--- src/rtl/stlb_pkg.sv ---
package stlb_pkg;
    localparam int VA_W  = 32;
    localparam int OFF_W = 12;
    localparam int VPN_W = VA_W - OFF_W;
    localparam int PFN_W = 20;
    localparam int PA_W  = PFN_W + OFF_W;

    typedef enum logic [1:0] {
        OP_WRITE_AUTO = 2'd0,
        OP_WRITE_AT   = 2'd1,
        OP_DROP_ONE   = 2'd2,
        OP_FLUSH      = 2'd3
    } cmd_op_e;

    typedef enum logic [1:0] {
        ACC_LOAD  = 2'd0,
        ACC_STORE = 2'd1,
        ACC_FETCH = 2'd2,
        ACC_RSVD  = 2'd3
    } acc_e;

    typedef enum logic {
        ST_IDLE  = 1'b0,
        ST_SWEEP = 1'b1
    } fsm_e;

    typedef struct packed {
        logic             valid;
        logic             lock;
        logic [VPN_W-1:0] vpn;
        logic [PFN_W-1:0] pfn;
        logic [2:0]       perm;
    } tlb_ent_t;
endpackage

--- src/rtl/stlb_cam.sv ---
module stlb_cam
    import stlb_pkg::*;
#(
    parameter int N     = 16,
    parameter int IDX_W = $clog2(N)
) (
    input  logic [N-1:0]            valid_vec,
    input  logic [N-1:0][VPN_W-1:0] vpn_vec,
    input  logic [VPN_W-1:0]        key,
    output logic [N-1:0]            hit_vec,
    output logic                    found,
    output logic [IDX_W-1:0]        idx
);
    for (genvar g = 0; g < N; g++) begin : g_cmp
        assign hit_vec[g] = valid_vec[g] && (vpn_vec[g] == key);
    end

    assign found = |hit_vec;

    always_comb begin
        idx = '0;
        for (int i = 0; i < N; i++) begin
            if (hit_vec[i]) idx = idx | IDX_W'(i);
        end
    end
endmodule

--- src/rtl/stlb_victim.sv ---
module stlb_victim #(
    parameter int N     = 16,
    parameter int IDX_W = $clog2(N)
) (
    input  logic [N-1:0]     lock_vec,
    input  logic [IDX_W-1:0] rr_ptr,
    output logic             found,
    output logic [IDX_W-1:0] idx
);
    always_comb begin
        int j;
        found = 1'b0;
        idx   = '0;
        for (int k = 0; k < N; k++) begin
            j = int'(rr_ptr) + k;
            if (j >= N) j = j - N;
            if (!found && !lock_vec[j]) begin
                found = 1'b1;
                idx   = IDX_W'(j);
            end
        end
    end
endmodule

--- src/rtl/soft_tlb.sv ---
module soft_tlb
    import stlb_pkg::*;
#(
    parameter int N     = 16,
    parameter int IDX_W = $clog2(N)
) (
    input  logic             clk,
    input  logic             rst_n,
    input  logic             lk_valid,
    input  logic [31:0]      lk_vaddr,
    input  logic [1:0]       lk_acc,
    output logic             lk_hit,
    output logic [31:0]      lk_paddr,
    output logic             miss_trap,
    output logic [19:0]      miss_vpn,
    output logic             prot_trap,
    input  logic             cmd_valid,
    input  logic [1:0]       cmd_op,
    input  logic [IDX_W-1:0] cmd_idx,
    input  logic [19:0]      cmd_vpn,
    input  logic [19:0]      cmd_pfn,
    input  logic [2:0]       cmd_perm,
    input  logic             cmd_lock,
    output logic             cmd_ready,
    output logic             wr_err
);
    localparam logic [IDX_W-1:0] LAST = IDX_W'(N - 1);

    tlb_ent_t ent_q [N];
    fsm_e     state_q, state_d;
    logic [IDX_W-1:0] rr_q, rr_d, sweep_q;
    logic             err_q, err_d;

    logic [N-1:0]            valid_vec, lock_vec, vis_vec;
    logic [N-1:0][VPN_W-1:0] vpn_vec;

    for (genvar g = 0; g < N; g++) begin : g_vec
        assign valid_vec[g] = ent_q[g].valid;
        assign lock_vec[g]  = ent_q[g].lock;
        assign vpn_vec[g]   = ent_q[g].vpn;
    end

    // during a sweep only pinned entries stay visible
    assign vis_vec = (state_q == ST_SWEEP) ? (valid_vec & lock_vec) : valid_vec;

    // lookup side
    logic [N-1:0]     lk_hits;
    logic             lk_found;
    logic [IDX_W-1:0] lk_idx;

    stlb_cam #(.N(N), .IDX_W(IDX_W)) u_lk_cam (
        .valid_vec(vis_vec), .vpn_vec(vpn_vec), .key(lk_vaddr[VA_W-1:OFF_W]),
        .hit_vec(lk_hits), .found(lk_found), .idx(lk_idx)
    );

    // command side
    logic [N-1:0]     c_hits;
    logic             c_found;
    logic [IDX_W-1:0] c_idx;

    stlb_cam #(.N(N), .IDX_W(IDX_W)) u_cmd_cam (
        .valid_vec(valid_vec), .vpn_vec(vpn_vec), .key(cmd_vpn),
        .hit_vec(c_hits), .found(c_found), .idx(c_idx)
    );

    logic             v_found;
    logic [IDX_W-1:0] v_idx;

    stlb_victim #(.N(N), .IDX_W(IDX_W)) u_victim (
        .lock_vec(lock_vec), .rr_ptr(rr_q), .found(v_found), .idx(v_idx)
    );

    // permission test
    logic    perm_ok;
    logic [2:0] sel_perm;
    acc_e    acc;
    assign acc      = acc_e'(lk_acc);
    assign sel_perm = ent_q[lk_idx].perm;

    always_comb begin
        unique case (acc)
            ACC_LOAD:  perm_ok = sel_perm[0];
            ACC_STORE: perm_ok = sel_perm[1];
            ACC_FETCH: perm_ok = sel_perm[2];
            ACC_RSVD:  perm_ok = sel_perm[0];
        endcase
    end

    assign lk_hit    = lk_valid && lk_found && perm_ok;
    assign prot_trap = lk_valid && lk_found && !perm_ok;
    assign miss_trap = lk_valid && !lk_found;
    assign miss_vpn  = lk_vaddr[VA_W-1:OFF_W];
    assign lk_paddr  = lk_hit ? {ent_q[lk_idx].pfn, lk_vaddr[OFF_W-1:0]} : '0;

    // command FSM
    cmd_op_e op;
    logic    take;
    assign op        = cmd_op_e'(cmd_op);
    assign cmd_ready = (state_q == ST_IDLE);
    assign take      = cmd_valid && cmd_ready;
    assign wr_err    = err_q;

    always_comb begin
        state_d = state_q;
        unique case (state_q)
            ST_IDLE:  if (take && op == OP_FLUSH) state_d = ST_SWEEP;
            ST_SWEEP: if (sweep_q == LAST) state_d = ST_IDLE;
        endcase
    end

    always_ff @(posedge clk or negedge rst_n) begin
        if (!rst_n) state_q <= ST_IDLE;
        else        state_q <= state_d;
    end

    // array update decisions
    logic             wr_en;
    logic [IDX_W-1:0] wr_idx;
    logic [N-1:0]     clr_vec;
    tlb_ent_t         new_ent;

    always_comb begin
        new_ent.valid = 1'b1;
        new_ent.lock  = cmd_lock;
        new_ent.vpn   = cmd_vpn;
        new_ent.pfn   = cmd_pfn;
        new_ent.perm  = cmd_perm;
        wr_en   = 1'b0;
        wr_idx  = '0;
        clr_vec = '0;
        err_d   = err_q;
        rr_d    = rr_q;
        unique case (state_q)
            ST_IDLE: begin
                if (take) begin
                    unique case (op)
                        OP_WRITE_AUTO: begin
                            if (c_found) begin
                                wr_en  = 1'b1;
                                wr_idx = c_idx;
                                err_d  = 1'b0;
                            end else if (v_found) begin
                                wr_en  = 1'b1;
                                wr_idx = v_idx;
                                err_d  = 1'b0;
                                rr_d   = (v_idx == LAST) ? '0 : v_idx + 1'b1;
                            end else begin
                                err_d  = 1'b1;
                            end
                        end
                        OP_WRITE_AT: begin
                            wr_en   = 1'b1;
                            wr_idx  = cmd_idx;
                            clr_vec = c_hits;
                            err_d   = 1'b0;
                        end
                        OP_DROP_ONE: clr_vec = c_hits;
                        OP_FLUSH:    ;
                    endcase
                end
            end
            ST_SWEEP: clr_vec[sweep_q] = !lock_vec[sweep_q];
        endcase
    end

    always_ff @(posedge clk or negedge rst_n) begin
        if (!rst_n) begin
            for (int i = 0; i < N; i++) ent_q[i] <= '0;
            rr_q    <= '0;
            err_q   <= 1'b0;
            sweep_q <= '0;
        end else begin
            for (int i = 0; i < N; i++) begin
                if (clr_vec[i]) begin
                    ent_q[i].valid <= 1'b0;
                    ent_q[i].lock  <= 1'b0;
                end
                if (wr_en && wr_idx == IDX_W'(i)) ent_q[i] <= new_ent;
            end
            rr_q    <= rr_d;
            err_q   <= err_d;
            sweep_q <= (state_q == ST_SWEEP) ? sweep_q + 1'b1 : '0;
        end
    end

    // never two entries answering one page
    a_r7_single_match: assert property (@(posedge clk) disable iff (!rst_n)
        lk_valid |-> $onehot0(lk_hits));

    // the replacement picker never hands back a pinned slot
    a_r5_victim_unpinned: assert property (@(posedge clk) disable iff (!rst_n)
        (take && op == OP_WRITE_AUTO && !c_found && v_found) |-> !lock_vec[v_idx]);

    // refused write leaves the array untouched and flags it
    a_r6_refuse_keeps: assert property (@(posedge clk) disable iff (!rst_n)
        (take && op == OP_WRITE_AUTO && !c_found && !v_found)
        |=> (valid_vec == $past(valid_vec) && wr_err));

    // dropped page is gone next cycle
    a_r9_drop_clears: assert property (@(posedge clk) disable iff (!rst_n)
        (take && op == OP_DROP_ONE) |=> ((valid_vec & $past(c_hits)) == '0));

    // sweep end leaves only pinned entries
    a_r10_sweep_done: assert property (@(posedge clk) disable iff (!rst_n)
        ($past(state_q) == ST_SWEEP && state_q == ST_IDLE)
        |-> ((valid_vec & ~lock_vec) == '0));

    // no unpinned hit while sweeping
    a_r10_sweep_hides: assert property (@(posedge clk) disable iff (!rst_n)
        (state_q == ST_SWEEP && lk_hit) |-> lock_vec[lk_idx]);
endmodule

--- config.mk ---
export PLATFORM = sky130hd
export DESIGN_NAME = soft_tlb
export DESIGN_NICKNAME = d
export VERILOG_FILES = /design/src/rtl/stlb_pkg.sv /design/src/rtl/stlb_cam.sv /design/src/rtl/stlb_victim.sv /design/src/rtl/soft_tlb.sv
export SDC_FILE = /design/constraint.sdc
export NUM_CORES = 2
export LEC_CHECK = 0
export ABC_CLOCK_PERIOD_IN_PS = 15100
export BUFFER_PORTS_ARGS = -buffer_cell sky130_fd_sc_hd__buf_2
export CAP_MARGIN = 20
export CORE_MARGIN = 4
export CORE_UTILIZATION = 60
export CTS_CLUSTER_DIAMETER = 50
export DETAILED_ROUTE_END_ITERATION = 8
export PLACE_DENSITY = 0.82
export SLEW_MARGIN = 15
export SYNTH_ARGS = -nofsm -noshare
export SYNTH_HDL_FRONTEND = slang
export SYNTH_SLANG_ARGS = --single-unit
--- constraint.sdc ---
create_clock -name clk -period 15.1 [get_ports clk]
set_input_delay 1.51 -clock clk [delete_from_list [all_inputs] [get_ports clk]]
set_output_delay 1.51 -clock clk [all_outputs]
set_load 0.05 [all_outputs]
# Word level (Yosys, flattened, before mapping)
# Index checks and enable logic that the tools add are counted.
[totals]
input_bits = 88
register_bits = 730
elab_cells = 529
[op_classes]
n_addsub = 33
eq_ne = 55
n_mux = 189
n_reduce_logical = 128
order_cmp = 35
bitwise_logic = 5
[ops]
columns = ["operator", "count"]
rows = [
  ["45-bit 2-to-1 mux", 16],
  ["20-bit == test", 32],
  ["32-bit 2-to-1 mux", 17],
  ["32-bit by 6-bit less-than comparator with 1-bit output (second input constant)", 16],
  ["32-bit by 6-bit >= comparator with 1-bit output (second input constant)", 15],
  ["32-bit by 6-bit subtractor with 32-bit output (second input constant)", 15],
  ["45-bit binary-select mux with 4-bit select", 1],
  ["4-bit 2-to-1 mux", 38],
  ["1-bit logical AND", 70],
  ["1-bit binary-select mux with 4-bit select", 17],
  ["1-bit 2-to-1 mux", 60],
  ["16-bit 2-to-1 mux", 3],
  ["23-bit 2-to-1 mux", 2],
  ["4-bit by 4-bit adder with 5-bit output (second input constant)", 8],
  ["4-bit == test (second input constant)", 10],
  ["2-bit 2-to-1 mux", 20],
  ["2-bit nonzero test", 17],
  ["16-bit bitwise AND", 2],
  ["1-bit logical NOT", 32],
  ["16-bit case mux with 2 select lines", 1],
  ["16-bit OR reduction", 2],
  ["3-bit 2-to-1 mux", 8],
  ["4-bit by 3-bit adder with 5-bit output (second input constant)", 4],
  ["4-bit by 3-bit == test with 1-bit output (second input constant)", 4],
  ["23 further kinds", 35],
]

# Logic depth before layout (Yosys ltp)
[depth]
depth_word = 59
mapped_depth = 23
mapped_depth_nobuf = 14

# Cells and area by module
# A second synthesis with hierarchy kept.
[hier_totals]
hier_cells = 3272
area_unflattened_um2 = 41940.2
[by_module_without_submodules]
columns = ["mod", "area_each_um2", "n_inst", "cells_per_inst"]
rows = [
  ["soft_tlb", 31542.8, 1, 2027],
  ["stlb_cam", 4110.2, 2, 496],
  ["stlb_victim", 2177.1, 1, 253],
]

# Worst setup path after synthesis
# OpenSTA, ideal clock, no wires.
[synth_timing]
path_kind = "in2out"
startpoint = "input port lk_vaddr[18]"
endpoint = "output port lk_paddr[10]"
arrival_time_ps = 5942
required_ps = 13590
cell_stages = 13
slack_ps = 7648
cell_sequence = "clkbuf_1 clkbuf_1 xor2_1 or3b_2 o41ai_1 nor4b_1 clkbuf_1 mux2_2 o211ai_1 a31oi_1 a221oi_1 clkbuf_1 and2_1"
[synth_via]
elab_chain_cells = 24
[synth_rtl]
columns = ["item", "line", "text"]
rows = [
  ["from (decl)", "soft_tlb.sv:10", "input logic [31:0] lk_vaddr,"],
  ["20-bit == test", "stlb_cam.sv:15", "assign hit_vec[g] = valid_vec[g] && (vpn_vec[g] == key);"],
  ["1-bit logical AND", "stlb_cam.sv:15", ""],
  ["1-bit 2-to-1 mux", "stlb_cam.sv:23", "if (hit_vec[i]) idx = idx | IDX_W'(i);"],
  ["2-bit 2-to-1 mux (2 in series)", "stlb_cam.sv:23", ""],
  ["3-bit 2-to-1 mux (4 in series)", "stlb_cam.sv:23", ""],
  ["4-bit 2-to-1 mux (8 in series)", "stlb_cam.sv:23", ""],
  ["4-bit inverter with 5-bit output (not written as such)", "soft_tlb.sv:78", "assign sel_perm = ent_q[lk_idx].perm;"],
  ["45-bit binary-select mux with 4-bit select", "soft_tlb.sv:78", ""],
  ["23-bit 2-to-1 mux (2 in series)", "n/a", ""],
  ["1-bit case mux with 3 select lines", "soft_tlb.sv:81", "unique case (acc)"],
  ["1-bit logical AND *", "soft_tlb.sv:89", "assign lk_hit = lk_valid && lk_found && perm_ok;"],
  ["via lk_hit", "soft_tlb.sv:12", "output logic lk_hit,"],
  ["32-bit 2-to-1 mux *", "soft_tlb.sv:93", "assign lk_paddr = lk_hit ? {ent_q[lk_idx].pfn, lk_vaddr[OFF_W-1:0]} : '0;"],
  ["to (decl)", "soft_tlb.sv:13", "output logic [31:0] lk_paddr,"],
]
# The timed path passes the listed nets; every way through them passes the cells marked *. The select of a mux whose other input is x is not followed.

# Worst setup path in the final report
[layout_timing]
startpoint = "input port lk_vaddr[19]"
endpoint = "output port lk_paddr[18]"
[layout_via]
elab_chain_cells = 24
[layout_rtl]
columns = ["item", "line"]
rows = [
  ["20-bit == test", "stlb_cam.sv:15"],
  ["1-bit logical AND", "stlb_cam.sv:15"],
  ["1-bit 2-to-1 mux", "stlb_cam.sv:23"],
  ["2-bit 2-to-1 mux (2 in series)", "stlb_cam.sv:23"],
  ["3-bit 2-to-1 mux (4 in series)", "stlb_cam.sv:23"],
  ["4-bit 2-to-1 mux (8 in series)", "stlb_cam.sv:23"],
  ["4-bit inverter with 5-bit output (not written as such)", "soft_tlb.sv:78, soft_tlb.sv:93"],
  ["45-bit binary-select mux with 4-bit select", "soft_tlb.sv:78, soft_tlb.sv:93"],
  ["23-bit 2-to-1 mux (not written as such) (2 in series)", "soft_tlb.sv:93"],
  ["1-bit case mux with 3 select lines", "soft_tlb.sv:81"],
  ["1-bit logical AND", "soft_tlb.sv:89"],
  ["32-bit 2-to-1 mux *", "soft_tlb.sv:93"],
]
# Mark *: on every way between the ends. The rest lies on a longest branch, timed or not. The select of a mux whose other input is x is not followed.

==> impl_results.md <==
* Status: finished clean
* Layout cell share with drive strength beyond 1 at 28.1%
* CTS tree: yes
* Placed insts at roughly 4700
* Pin count of the biggest net entering global routing at ~180
* Yosys cell types at between 90 and 100
* Area growth, synth to finish at 9.48%
* First-pass GRT wire length at about 200000 µm
* Slew HR at 25.2%
* Core Footprint at around 73000 µm²
* EDFF count, synth at 0
* P_leak at ~22 nW
* Resize count post-CTS at 0
* Period utilization at 65.0%
* Hold Violations, Final at 0
* Post-layout min period at between 9 and 10 ns
* H-tree levels at 3
* Tot GR Track Use at 32.4%
* Fmax at just over 0.1 GHz
* Avg WL per Cell at around 26 µm
* Crit path arrival time at around 8.3 ns
* Placed wire-length estimate at between 70000 and 80000 µm
* Final Total Pwr at ~0.0058 W
* Top post-synthesis cells by area: dfrtp_1 41%, mux2_2 16%, xnor2_1 8.1%
* Post-synth top area share at 41.5%
* Worst Setup Start Kind: primary input
* Starting DRT DRC Count at 3076
* Top cells by count, synth: 730 x dfrtp_1, 624 x mux2_2, 408 x xnor2_1
* Initial Util at 60.4%
* Worst Tran Pin Value at 1.12 ns
* Post-Syn Area per Cell at 11.4 µm²
* Pins over their slew limit at 0
* Cell Count, Final, Fillers Out at a little under 5000
* Number of detailed-route iterations in the first pass at 8
* GP Congestion at 0.998
* Vias per inst at between 6 and 7
* Largest fanout on the critical path at 54
* Total Die Area at roughly 78000 µm²
* Max Clock Skew at a little under 0.08 ns
* Clock tree buffer depth at 3
* Total of warnings raised by yosys at 0
* I/O pins at roughly 150
* Pre-CTS setup slack at 5.48 ns
* Die width at 279 µm
* Via Count at between 30000 and 40000
* Utilization after layout at 66.2%
* Clock slew at reported path FFs at approximately 0.060 ns
* Seq cells post-synth at 730
* Max-cap violations at 0
* Post-Syn Area at about 44000 µm²
* Final setup viols at 0
* Cells after synthesis at about 3800
* Port buffer count at approximately 140
* NumNets Final at approximately 3900
* Postcts setup bufs at 0
* RSZ-0062 raised after global routing: no
* Cell with the most instances after synthesis: dfrtp_1
* Seq/Total Area, Yosys at 41.5%
* Post-synth top area cell: dfrtp_1
* TritonCTS buffer count at between 80 and 90
* WL final at around 130000 µm
* Worst vdd ir at between 0.0001 and 0.00015 V
* Number of global-route vias before repair at between 30000 and 40000
* CP endpoint kind: primary output
* Root Buffer: clkbuf_16
* Setup CP Type: primary input to primary output
* Die Ht at around 280 µm
* Main synth FF type: dfrtp_1
* Worst setup margin at ~5.3 ns
* DRC at 0
* Filler cells at around 5400
* Min-Delay Path Class: register to register
* Syn nets at approximately 4000
* Gr ovfl total at 0
* WP data required at 13.59 ns
* Power Density at between 100 and 150 nW/µm²
* Ys async rst share at between 90% and 100%
* Initial antenna violation count at 3
* Worst-skew pair later-pin latency at 0.68 ns
* Clk sinks at 730
* Final setup TNS at 0 ns
* Hold_buf cts at 0
* Final ANT Viol Nets at 0
* # rows at between 90 and 100
-- critical path: stages --
cell	delay, ns
buf_2	0.68
xor2_1	0.20
or4b_2	0.68
or4_1	0.76
and4_1	0.32
nand2_4	0.63
buf_4	0.82
mux2i_1	0.16
mux2_2	0.29
o211ai_1	0.20
a31oi_1	0.18
a221oi_4	0.82
buf_4	0.38
and3_1	0.26
buf_2	0.29
-- cell families after synthesis --
kind of cell    after synthesis  share of synthesized area, %
xor+xnor                    658                          13.1
simple gates                796                          10.4
compound gates              302                          4.79
mux                         990                          25.9
fa+ha+maj                    17                         0.483
flops                       730                          41.5
buf+inv                     356                          3.76
-- state kept, by name, indices dropped and copies added (netlist names) --
signal,cells
sweep_q,4
wr_err,1
ent_q,720
state_q,1
rr_q,4
-- layout make-up --
type / count / area (µm²) / area share [%]
inverter: 38 / 143 / 0.296
clock buffer: 110 / 2440 / 5.07
clock inverter: 51 / 721 / 1.50
timing repair buffer: 206 / 1250 / 2.60
tap: 959 / 1200 / 2.49
multi-input combinational: 2763 / 24200 / 50.1
sequential: 730 / 18300 / 37.9
antenna: 3 / 7.51 / 0.0156
-- routing by layer --
layer / GRT usage [%] / wire length (µm) / vias to the layer above
li1: - / - / 13900
met1: 43.1 / 50500 / 16300
met2: 51.0 / 58300 / 1644
met3: 5.31 / 11200 / 480
met4: 18.3 / 8520 / 2
met5: 0 / 13 / -
-- worst paths after layout --
kind / startpoint / endpoint / slack [ns] / depth (start not counted)
min: ent_q[21]$_DFFE_PN0P_ / ent_q[21]$_DFFE_PN0P_ / 0.48 / 1
max reg2reg: rr_q[1]$_DFFE_PN0P_ / ent_q[298]$_DFFE_PN0P_ / 8.07 / 16
max: lk_vaddr[19] / lk_paddr[18] / 5.29 / 15
max in group asynchronous: rst_n / rr_q[0]$_DFFE_PN0P_ / 11.71 / 3
min in group asynchronous: rst_n / ent_q[25]$_DFFE_PN0P_ / 0.89 / 1
min reg2reg: ent_q[21]$_DFFE_PN0P_ / ent_q[21]$_DFFE_PN0P_ / 0.48 / 1
-- per-stage QoR --
| stage | area [µm²] | hold slack (ns) |
|---|---|---|
| 2_1_floorplan | 44000 | 0.452 |
| 3_3_place_gp | 45000 | 0.461 |
| 3_5_place_dp | 45000 | 0.471 |
| 4_1_cts | 48200 | 0.487 |
| 5_1_grt | 48200 | 0.496 |
| 6_report | 48200 | 0.481 |
-- report_power, final --
| part | total, W | internal [W] | switching [W] |
|---|---|---|---|
| Clock | 0.00224 | 0.00132 | 0.000922 |
| Combinational | 0.00128 | 0.000545 | 0.000740 |
| Sequential | 0.00228 | 0.00212 | 0.000161 |
-- cell usage in the layout, fill, tap and decap left out, types with 7 or more instances in the layout --
| master | count |
|---|---|
| nor4_1 | 109 |
| buf_2 | 143 |
| and2_1 | 20 |
| a31oi_1 | 8 |
| nand2_1 | 183 |
| nor3b_1 | 7 |
| xnor2_1 | 408 |
| dfrtp_1 | 730 |
| clkinv_2 | 11 |
| clkbuf_16 | 86 |
| mux4_2 | 37 |
| o21ai_0 | 77 |
| buf_4 | 58 |
| nand3_1 | 65 |
| inv_1 | 34 |
| o211ai_1 | 94 |
| clkbuf_8 | 20 |
| mux2i_1 | 144 |
| o22ai_1 | 12 |
| nor2_1 | 61 |
| mux2_2 | 624 |
| nand4_1 | 173 |
| nand4b_1 | 7 |
| xor2_1 | 247 |
| and4_1 | 8 |
| nor3_1 | 23 |
| ha_1 | 17 |
| o221ai_1 | 14 |
| and3_1 | 25 |
| nor4b_1 | 16 |
| nand2_2 | 9 |
| or4_1 | 10 |
| nand2b_1 | 17 |
| a21oi_1 | 22 |
| or3b_2 | 13 |
| bufinv_16 | 8 |
| mux2_1 | 182 |
| inv_6 | 8 |
(Power assumes the default switching activity.)
